### src/rtl/dram_ctrl_pkg.sv
package dram_ctrl_pkg;

  typedef enum logic [1:0] {
    ADDR_HOLD,
    ADDR_ROW,
    ADDR_COL,
    ADDR_REF
  } addrSel_e;

  typedef struct packed {
    logic     rasLow;
    logic     casLow;
    logic     weLow;
    logic     capture;
    logic     loadReq;
    addrSel_e addrSel;
  } dramStrobe_t;

  typedef enum logic [2:0] {
    S_IDLE,
    S_PRE,
    S_ROW,
    S_COL,
    S_CUP,
    S_RCLOSE,
    S_RROW,
    S_RPOST
  } ctrlState_e;

endpackage

### src/rtl/dram_ctrl_fsm.sv
module dram_ctrl_fsm
  import dram_ctrl_pkg::*;
#(
  parameter int PIN_W        = 8,
  parameter int T_PRE        = 2,
  parameter int T_RCD        = 2,
  parameter int T_CAS        = 2,
  parameter int REF_INTERVAL = 62500
) (
  input  logic              clk,
  input  logic              rstN,
  input  logic              reqValid,
  input  logic              reqWrite,
  input  logic [PIN_W-1:0]  reqRow,
  output logic              reqReady,
  output dramStrobe_t       strobes,
  output logic [PIN_W-1:0]  refRow
);

  localparam int MAX_DUR = T_PRE + T_RCD + T_CAS;
  localparam int CNT_W   = $clog2(MAX_DUR + 1);
  localparam int REF_W   = $clog2(REF_INTERVAL + 1);

  ctrlState_e       state, nxt;
  logic [CNT_W-1:0] cnt;
  logic [REF_W-1:0] refTmr;
  logic             refPending;
  logic             rowOpen;
  logic [PIN_W-1:0] openRow;
  logic [PIN_W-1:0] curRow;
  logic             isWrite;
  logic             accept;
  logic             pageHit;

  function automatic logic [CNT_W-1:0] durOf(ctrlState_e s);
    case (s)
      S_PRE, S_RCLOSE, S_RPOST: durOf = CNT_W'(T_PRE - 1);
      S_ROW:                    durOf = CNT_W'(T_RCD - 1);
      S_COL:                    durOf = CNT_W'(T_CAS - 1);
      S_RROW:                   durOf = CNT_W'(T_RCD + T_CAS - 1);
      default:                  durOf = '0;
    endcase
  endfunction

  assign reqReady = (state == S_IDLE) && !refPending;
  assign accept   = reqValid && reqReady;
  assign pageHit  = rowOpen && (reqRow == openRow);

  always_comb begin
    nxt = state;
    case (state)
      S_IDLE: begin
        if (refPending)  nxt = rowOpen ? S_RCLOSE : S_RROW;
        else if (accept) nxt = pageHit ? S_COL : (rowOpen ? S_PRE : S_ROW);
      end
      S_PRE:    if (cnt == '0) nxt = S_ROW;
      S_ROW:    if (cnt == '0) nxt = S_COL;
      S_COL:    if (cnt == '0) nxt = S_CUP;
      S_CUP:    nxt = S_IDLE;
      S_RCLOSE: if (cnt == '0) nxt = S_RROW;
      S_RROW:   if (cnt == '0) nxt = S_RPOST;
      S_RPOST:  if (cnt == '0) nxt = S_IDLE;
      default:  nxt = S_IDLE;
    endcase
  end

  always_comb begin
    strobes         = '0;
    strobes.addrSel = ADDR_HOLD;
    case (state)
      S_IDLE: begin
        strobes.rasLow  = rowOpen;
        strobes.loadReq = accept;
      end
      S_ROW: begin
        strobes.rasLow  = 1'b1;
        strobes.addrSel = ADDR_ROW;
      end
      S_COL: begin
        strobes.rasLow  = 1'b1;
        strobes.casLow  = 1'b1;
        strobes.weLow   = isWrite;
        strobes.addrSel = ADDR_COL;
      end
      S_CUP: begin
        strobes.rasLow  = 1'b1;
        strobes.capture = !isWrite;
      end
      S_RROW: begin
        strobes.rasLow  = 1'b1;
        strobes.addrSel = ADDR_REF;
      end
      default: strobes.rasLow = 1'b0;
    endcase
  end

  always_ff @(posedge clk) begin
    if (!rstN) begin
      state      <= S_IDLE;
      cnt        <= '0;
      refTmr     <= '0;
      refPending <= 1'b0;
      rowOpen    <= 1'b0;
      openRow    <= '0;
      curRow     <= '0;
      isWrite    <= 1'b0;
      refRow     <= '0;
    end else begin
      state <= nxt;
      if (state != nxt)     cnt <= durOf(nxt);
      else if (cnt != '0)   cnt <= cnt - CNT_W'(1);

      if (accept) begin
        curRow  <= reqRow;
        isWrite <= reqWrite;
      end

      if (state == S_CUP) begin
        rowOpen <= 1'b1;
        openRow <= curRow;
      end else if (state == S_PRE || state == S_RCLOSE || state == S_RROW) begin
        rowOpen <= 1'b0;
      end

      if (state == S_RROW && cnt == '0) refRow <= refRow + 1'b1;

      if (state == S_RROW) refPending <= 1'b0;
      if (refTmr == REF_W'(REF_INTERVAL - 1)) begin
        refTmr     <= '0;
        refPending <= 1'b1;
      end else begin
        refTmr <= refTmr + REF_W'(1);
      end
    end
  end

  // an accepted request makes the port busy on the next cycle
  a_r7_busy_after_accept: assert property (@(posedge clk) disable iff (!rstN)
    accept |=> !reqReady);

endmodule

### src/rtl/dram_ctrl_datapath.sv
module dram_ctrl_datapath
  import dram_ctrl_pkg::*;
#(
  parameter int PIN_W  = 8,
  parameter int DATA_W = 8,
  parameter int T_PRE  = 2
) (
  input  logic                 clk,
  input  logic                 rstN,
  input  dramStrobe_t          strobes,
  input  logic [2*PIN_W-1:0]   reqAddr,
  input  logic [DATA_W-1:0]    reqWdata,
  input  logic [PIN_W-1:0]     refRow,
  input  logic [DATA_W-1:0]    dramDout,
  output logic                 dramRasN,
  output logic                 dramCasN,
  output logic                 dramWeN,
  output logic [PIN_W-1:0]     dramAddr,
  output logic [DATA_W-1:0]    dramDin,
  output logic                 rspValid,
  output logic [DATA_W-1:0]    rspData
);

  localparam int RUN_W = $clog2(T_PRE + 1) + 1;

  logic [PIN_W-1:0]  rowQ, colQ;
  logic [DATA_W-1:0] wdataQ;
  logic [RUN_W-1:0]  rasHighRun;

  always_ff @(posedge clk) begin
    if (!rstN) begin
      rowQ     <= '0;
      colQ     <= '0;
      wdataQ   <= '0;
      dramRasN <= 1'b1;
      dramCasN <= 1'b1;
      dramWeN  <= 1'b1;
      dramAddr <= '0;
      dramDin  <= '0;
      rspValid <= 1'b0;
      rspData  <= '0;
    end else begin
      if (strobes.loadReq) begin
        rowQ   <= reqAddr[2*PIN_W-1:PIN_W];
        colQ   <= reqAddr[PIN_W-1:0];
        wdataQ <= reqWdata;
      end
      dramRasN <= !strobes.rasLow;
      dramCasN <= !strobes.casLow;
      dramWeN  <= !(strobes.weLow && strobes.casLow);
      case (strobes.addrSel)
        ADDR_ROW: dramAddr <= rowQ;
        ADDR_COL: dramAddr <= colQ;
        ADDR_REF: dramAddr <= refRow;
        default:  dramAddr <= dramAddr;
      endcase
      if (strobes.casLow) dramDin <= wdataQ;
      rspValid <= strobes.capture;
      if (strobes.capture) rspData <= dramDout;
    end
  end

  // Precharge-gap tracker used only by the R6 property
  always_ff @(posedge clk) begin
    if (!rstN)                          rasHighRun <= RUN_W'(T_PRE);
    else if (dramRasN == 1'b0)          rasHighRun <= '0;
    else if (rasHighRun < RUN_W'(T_PRE)) rasHighRun <= rasHighRun + RUN_W'(1);
  end

  // row strobe falls only after a full precharge gap
  a_r6_precharge_gap: assert property (@(posedge clk) disable iff (!rstN)
    $fell(dramRasN) |-> (rasHighRun >= RUN_W'(T_PRE)));

  // column strobe falls only inside an open row
  a_r3_cas_inside_ras: assert property (@(posedge clk) disable iff (!rstN)
    $fell(dramCasN) |-> !dramRasN);

  // write enable never low outside a column pulse
  a_r4_we_with_cas: assert property (@(posedge clk) disable iff (!rstN)
    !dramWeN |-> !dramCasN);

  // read data is captured while the column strobe is still low
  a_r4_capture_in_pulse: assert property (@(posedge clk) disable iff (!rstN)
    strobes.capture |-> !dramCasN);

endmodule

### src/rtl/dram_page_ctrl.sv
module dram_page_ctrl
  import dram_ctrl_pkg::*;
#(
  parameter int PIN_W          = 8,
  parameter int DATA_W         = 8,
  parameter int T_PRE          = 2,
  parameter int T_RCD          = 2,
  parameter int T_CAS          = 2,
  parameter int REF_WINDOW_CYC = 16_000_000
) (
  input  logic                 clk,
  input  logic                 rstN,
  input  logic                 reqValid,
  output logic                 reqReady,
  input  logic                 reqWrite,
  input  logic [2*PIN_W-1:0]   reqAddr,
  input  logic [DATA_W-1:0]    reqWdata,
  output logic                 rspValid,
  output logic [DATA_W-1:0]    rspData,
  output logic                 dramRasN,
  output logic                 dramCasN,
  output logic                 dramWeN,
  output logic [PIN_W-1:0]     dramAddr,
  output logic [DATA_W-1:0]    dramDin,
  input  logic [DATA_W-1:0]    dramDout
);

  localparam int ROWS         = 1 << PIN_W;
  localparam int REF_INTERVAL = REF_WINDOW_CYC / ROWS;

  dramStrobe_t      strobes;
  logic [PIN_W-1:0] refRow;

  dram_ctrl_fsm #(
    .PIN_W(PIN_W), .T_PRE(T_PRE), .T_RCD(T_RCD), .T_CAS(T_CAS),
    .REF_INTERVAL(REF_INTERVAL)
  ) i_fsm (
    .clk(clk), .rstN(rstN), .reqValid(reqValid), .reqWrite(reqWrite),
    .reqRow(reqAddr[2*PIN_W-1:PIN_W]), .reqReady(reqReady),
    .strobes(strobes), .refRow(refRow)
  );

  dram_ctrl_datapath #(
    .PIN_W(PIN_W), .DATA_W(DATA_W), .T_PRE(T_PRE)
  ) i_dp (
    .clk(clk), .rstN(rstN), .strobes(strobes), .reqAddr(reqAddr),
    .reqWdata(reqWdata), .refRow(refRow), .dramDout(dramDout),
    .dramRasN(dramRasN), .dramCasN(dramCasN), .dramWeN(dramWeN),
    .dramAddr(dramAddr), .dramDin(dramDin), .rspValid(rspValid),
    .rspData(rspData)
  );

endmodule

### config.mk
export PLATFORM = sky130hd
export DESIGN_NAME = dram_page_ctrl
export DESIGN_NICKNAME = d
export VERILOG_FILES = /design/src/rtl/dram_ctrl_pkg.sv /design/src/rtl/dram_ctrl_fsm.sv /design/src/rtl/dram_ctrl_datapath.sv /design/src/rtl/dram_page_ctrl.sv
export SDC_FILE = /design/constraint.sdc
export NUM_CORES = 1
export LEC_CHECK = 0
export CELL_PAD_IN_SITES_DETAIL_PLACEMENT = 1
export CELL_PAD_IN_SITES_GLOBAL_PLACEMENT = 2
export CORE_ASPECT_RATIO = 1.1
export CORE_UTILIZATION = 34
export DETAILED_ROUTE_END_ITERATION = 16
export PLACE_DENSITY_LB_ADDON = 0.25
export SLEW_MARGIN = 20
export SYNTH_ARGS = -nofsm -noshare
export SYNTH_HDL_FRONTEND = slang
export SYNTH_SLANG_ARGS = --single-unit
### constraint.sdc
create_clock -name clk -period 2.3 [get_ports clk]
set_input_delay 0.23 -clock clk [delete_from_list [all_inputs] [get_ports clk]]
set_output_delay 0.23 -clock clk [all_outputs]
set_load 0.02 [all_outputs]
==> Implementation_results.wiki <==
{| class="wikitable"
! Metric !! Value
|-
| Vias || ~3500
|-
| Number of unique standard cell types used by synthesis || 44
|-
| Number of antenna violations at the first check in global routing || 0
|-
| Count of filler cells inserted in the layout || about 1400
|-
| Number of cells traversed by the worst hold path || 3
|-
| Detail-routed net length per standard cell || ~15 microns
|-
| Leading cell type in the layout, fill and taps excluded || sky130_fd_sc_hd__nand2_1
|-
| Synth top area cells || sky130_fd_sc_hd__dfxtp_1 (49%), sky130_fd_sc_hd__nand2_1 (11%), sky130_fd_sc_hd__a21oi_1 (8.8%), sky130_fd_sc_hd__xor2_1 (4.9%), sky130_fd_sc_hd__nor2_1 (3.0%)
|-
| Fraction of synthesized cell area taken by the top area cell type || slightly below 50%
|-
| Final setup skew || ~0.0077 ns
|-
| Wire length of the first global-routing pass || 17900 microns
|-
| DRC || 0
|-
| Reg clk slew, reported paths || 0.07 ns
|-
| Latest clock arrival within the worst-skew pair || 0.34 ns
|-
| Largest fanout on the critical path || 20
|-
| Most frequent cells in the layout || sky130_fd_sc_hd__nand2_1 (124), sky130_fd_sc_hd__dfxtp_1 (100), sky130_fd_sc_hd__a21oi_1 (73)
|-
| Result of the run || complete, no violations
|-
| Final Setup Violations || 0
|-
| Synth-to-Final Area Change || 26.0%
|-
| Count of nets left with antenna violations after detail routing || 0
|-
| Congestion Overflow GR || 0
|-
| Number of max-slew violations in the final report || 0
|-
| Area of the core || approximately 12000 sq um
|-
| Ys flop type || sky130_fd_sc_hd__dfxtp_1
|-
| Total number of yosys warnings || 0
|-
| Flops & latches, synth || about 100
|-
| Ports placed on the boundary || 65
|-
| # nets final || between 500 and 600
|-
| Time the final worst path needs with I/O delays and setup || ~2.0 ns
|-
| Final-layout setup total negative slack || 0 ns
|-
| Cell leakage power || about 1.9 nW
|-
| DP HPWL || between 7000 and 8000 microns
|-
| Die width || approximately 110 microns
|-
| Signal arrival time at the worst endpoint || around 1.8 ns
|-
| Gr usage total || between 10% and 20%
|-
| Data required time of the critical path || ~2.1 ns
|-
| Die Outline Area || roughly 13000 sq um
|-
| Worst max-slew margin expressed relative to the limit || between 60% and 70%
|-
| Startpoint-to-endpoint class of the critical path || flop to output pin
|-
| H-tree level count || 3
|-
| Root buffer cell || sky130_fd_sc_hd__clkbuf_16
|-
| Critical path startpoint category || flop
|-
| Routed vias/inst || approximately 5
|-
| Worst Hold Margin || around 0.43 ns
|-
| Count of buffers from port buffering || 64
|-
| Least-Margin Pin Slew || 0.521 ns
|-
| Reg2Reg Depth || 5
|-
| Placement Rows || ~40
|-
| Post-Synthesis Cells || ~490
|-
| Count of max-cap constraint violations || 0
|-
| Detailed router's first-iteration violation count || around 140
|-
| Number of enable-type register cells in the synthesized netlist || 0
|-
| RSZ-0062 raised after global routing || no
|-
| Syn Area/Cell || ~8.5 sq um
|-
| Maximum number of pins on one net before global-route repair || 38
|-
| Hold Fails Final Rpt || 0
|-
| Share of flip-flops with an asynchronous set or reset || 0%
|-
| Number of diodes added for antenna fixing || 0
|-
| Number of buffers added by the clock tree synthesis step || 9
|-
| VDD IR max || between 300 and 400 uV
|-
| Share of the yosys chip area belonging to registers || a little under 50%
|-
| Fraction of layout cells with a size suffix above 1 || roughly 8.5%
|-
| Post-CTS setup repair buffer count || 0
|-
| Clock tree buffer depth || 2
|-
| Routability congestion estimate || approximately 0.8
|-
| Maximum clock frequency || 0.491 GHz
|-
| Total nets after synthesis || between 500 and 600
|-
| CTS tree || built
|-
| Type of element capturing the critical path || output pin
|-
| Number of global-route vias before repair || roughly 3600
|-
| Min-delay worst type || input pin to flop
|-
| Power per unit of standard cell area || 1050 nW/um^2
|-
| Number of buffers inserted by hold repair at cts || 0
|-
| Pre-Repair DR Iteration Count || 6
|-
| Largest area contributor in the synthesized netlist || sky130_fd_sc_hd__dfxtp_1
|-
| Detailed Route WL || 10800 microns
|-
| Number of clock sinks || 101
|-
| Post-synthesis instance area || roughly 4100 sq um
|-
| Final clock period utilization by the worst path || between 80% and 90%
|-
| Vert. Die Dim || 118 microns
|-
| Initial Utilization || between 30% and 40%
|}
## registers in the layout, indices dropped and copies added, names as in the netlist, 3 cells and up
register       count
i_fsm.refTmr      16
i_dp.colQ          8
i_dp.dramAddr      8
i_dp.dramDin       8
i_dp.rowQ          8
i_dp.rspData       8
i_dp.wdataQ        8
i_fsm.curRow       8
i_fsm.openRow      8
i_fsm.refRow       8
i_fsm.cnt          3
i_fsm.state        3
## cells by family (layout without fill, tap and decap cells)
group / after synthesis / after routing / synth area share [%]
AOI/OAI and AO/OA: 103 / 103 / 13.2
muxes: 10 / 10 / 2.69
adders and majority gates: 4 / 4 / 1.21
buffers and inverters: 30 / 94 / 3.84
xor gates and xnor gates: 32 / 32 / 6.77
and+or+nand+nor: 208 / 208 / 23.4
DFF: 101 / 101 / 48.8
## metal layers
metal | GRT usage [%] | vias to the layer above | wire length [microns]
met5 | 0 | - | 0
met1 | 22.5 | 1707 | 4870
met4 | 6.93 | 0 | 164
met2 | 30.6 | 47 | 5380
li1 | - | 1754 | -
met3 | 3.49 | 13 | 382
## where the power goes
| part | switching, mW | total, mW | internal [mW] |
|---|---|---|---|
| clock network | 0.638 | 1.45 | 0.817 |
| logic | 1.05 | 1.75 | 0.693 |
| registers | 0.237 | 2.26 | 2.02 |
| total | 1.93 | 5.46 | 3.53 |
## worst max-delay path, cell delays in order, from the launching register on
cell and delay (ns):
sky130_fd_sc_hd__dfxtp_2 0.46, sky130_fd_sc_hd__nor4_4 0.34, sky130_fd_sc_hd__clkdlybuf4s50_1 0.67
## metrics by stage
step | instances | setup slack, ns | util, % | area, sq um | power, mW
global route | 702 | 0.180 | 44.8 | 5220 | 5.81
CTS | 702 | 0.0634 | 44.8 | 5210 | 5.54
floorplan | 488 | 0.746 | - | 4140 | 3.46
global placement | 687 | 0.283 | 42.3 | 4930 | 4.01
finish | 702 | 0.263 | 44.8 | 5220 | 5.46
detailed placement | 687 | 0.231 | 42.3 | 4930 | 4.05
## layout make-up
class / count / area, sq um / area share [%]
Sequential cell: 101 / 2020 / 38.8
Tap cell: 150 / 188 / 3.60
Clock inverter: 3 / 18.8 / 0.360
Clock buffer: 12 / 267 / 5.11
Timing Repair Buffer: 74 / 741 / 14.2
Multi-Input combinational cell: 357 / 1960 / 37.6
Inverter: 5 / 18.8 / 0.360
## cell usage after synthesis (2+ instances only)
library cell               number
sky130_fd_sc_hd__o22ai_1        9
sky130_fd_sc_hd__nand2b_1       4
sky130_fd_sc_hd__nand2_1      124
sky130_fd_sc_hd__nor2_1        33
sky130_fd_sc_hd__buf_4          3
sky130_fd_sc_hd__nor4b_1        2
sky130_fd_sc_hd__nand2_2        2
sky130_fd_sc_hd__xor2_1        23
sky130_fd_sc_hd__nor3_1         5
sky130_fd_sc_hd__and3_1         5
sky130_fd_sc_hd__inv_1          4
sky130_fd_sc_hd__xnor2_1        9
sky130_fd_sc_hd__and2_1         2
sky130_fd_sc_hd__nor3_2         2
sky130_fd_sc_hd__mux2_2         9
sky130_fd_sc_hd__dfxtp_1      101
sky130_fd_sc_hd__buf_1          2
sky130_fd_sc_hd__a21oi_1       73
sky130_fd_sc_hd__buf_2          4
sky130_fd_sc_hd__clkbuf_1      12
sky130_fd_sc_hd__nand3_1       14
sky130_fd_sc_hd__buf_6          4
sky130_fd_sc_hd__o21ai_0       14
sky130_fd_sc_hd__ha_1           4
sky130_fd_sc_hd__nand4_1        4
sky130_fd_sc_hd__nor4_4         2
## final timing paths
kind	start	to	slack, ns
worst max-delay path	i_fsm.state[1]$_SDFF_PN0_	reqReady	0.26
worst min-delay path	reqWdata[2]	i_dp.wdataQ[2]$_SDFFE_PN0P_	0.43
worst min register to register	i_fsm.curRow[1]$_SDFFE_PN0P_	i_fsm.openRow[1]$_SDFFE_PN0P_	0.45
worst max register to register	i_fsm.openRow[5]$_SDFFE_PN0P_	i_fsm.cnt[1]$_SDFFE_PN0P_	0.55
## what timing repair did
item | CTS | global route
resized for setup | 0 | 1
endpoints found under the setup margin | 0 | 2
endpoints found under the hold margin | 0 | 0
No activity file was read; power rests on OpenSTA's default activity.
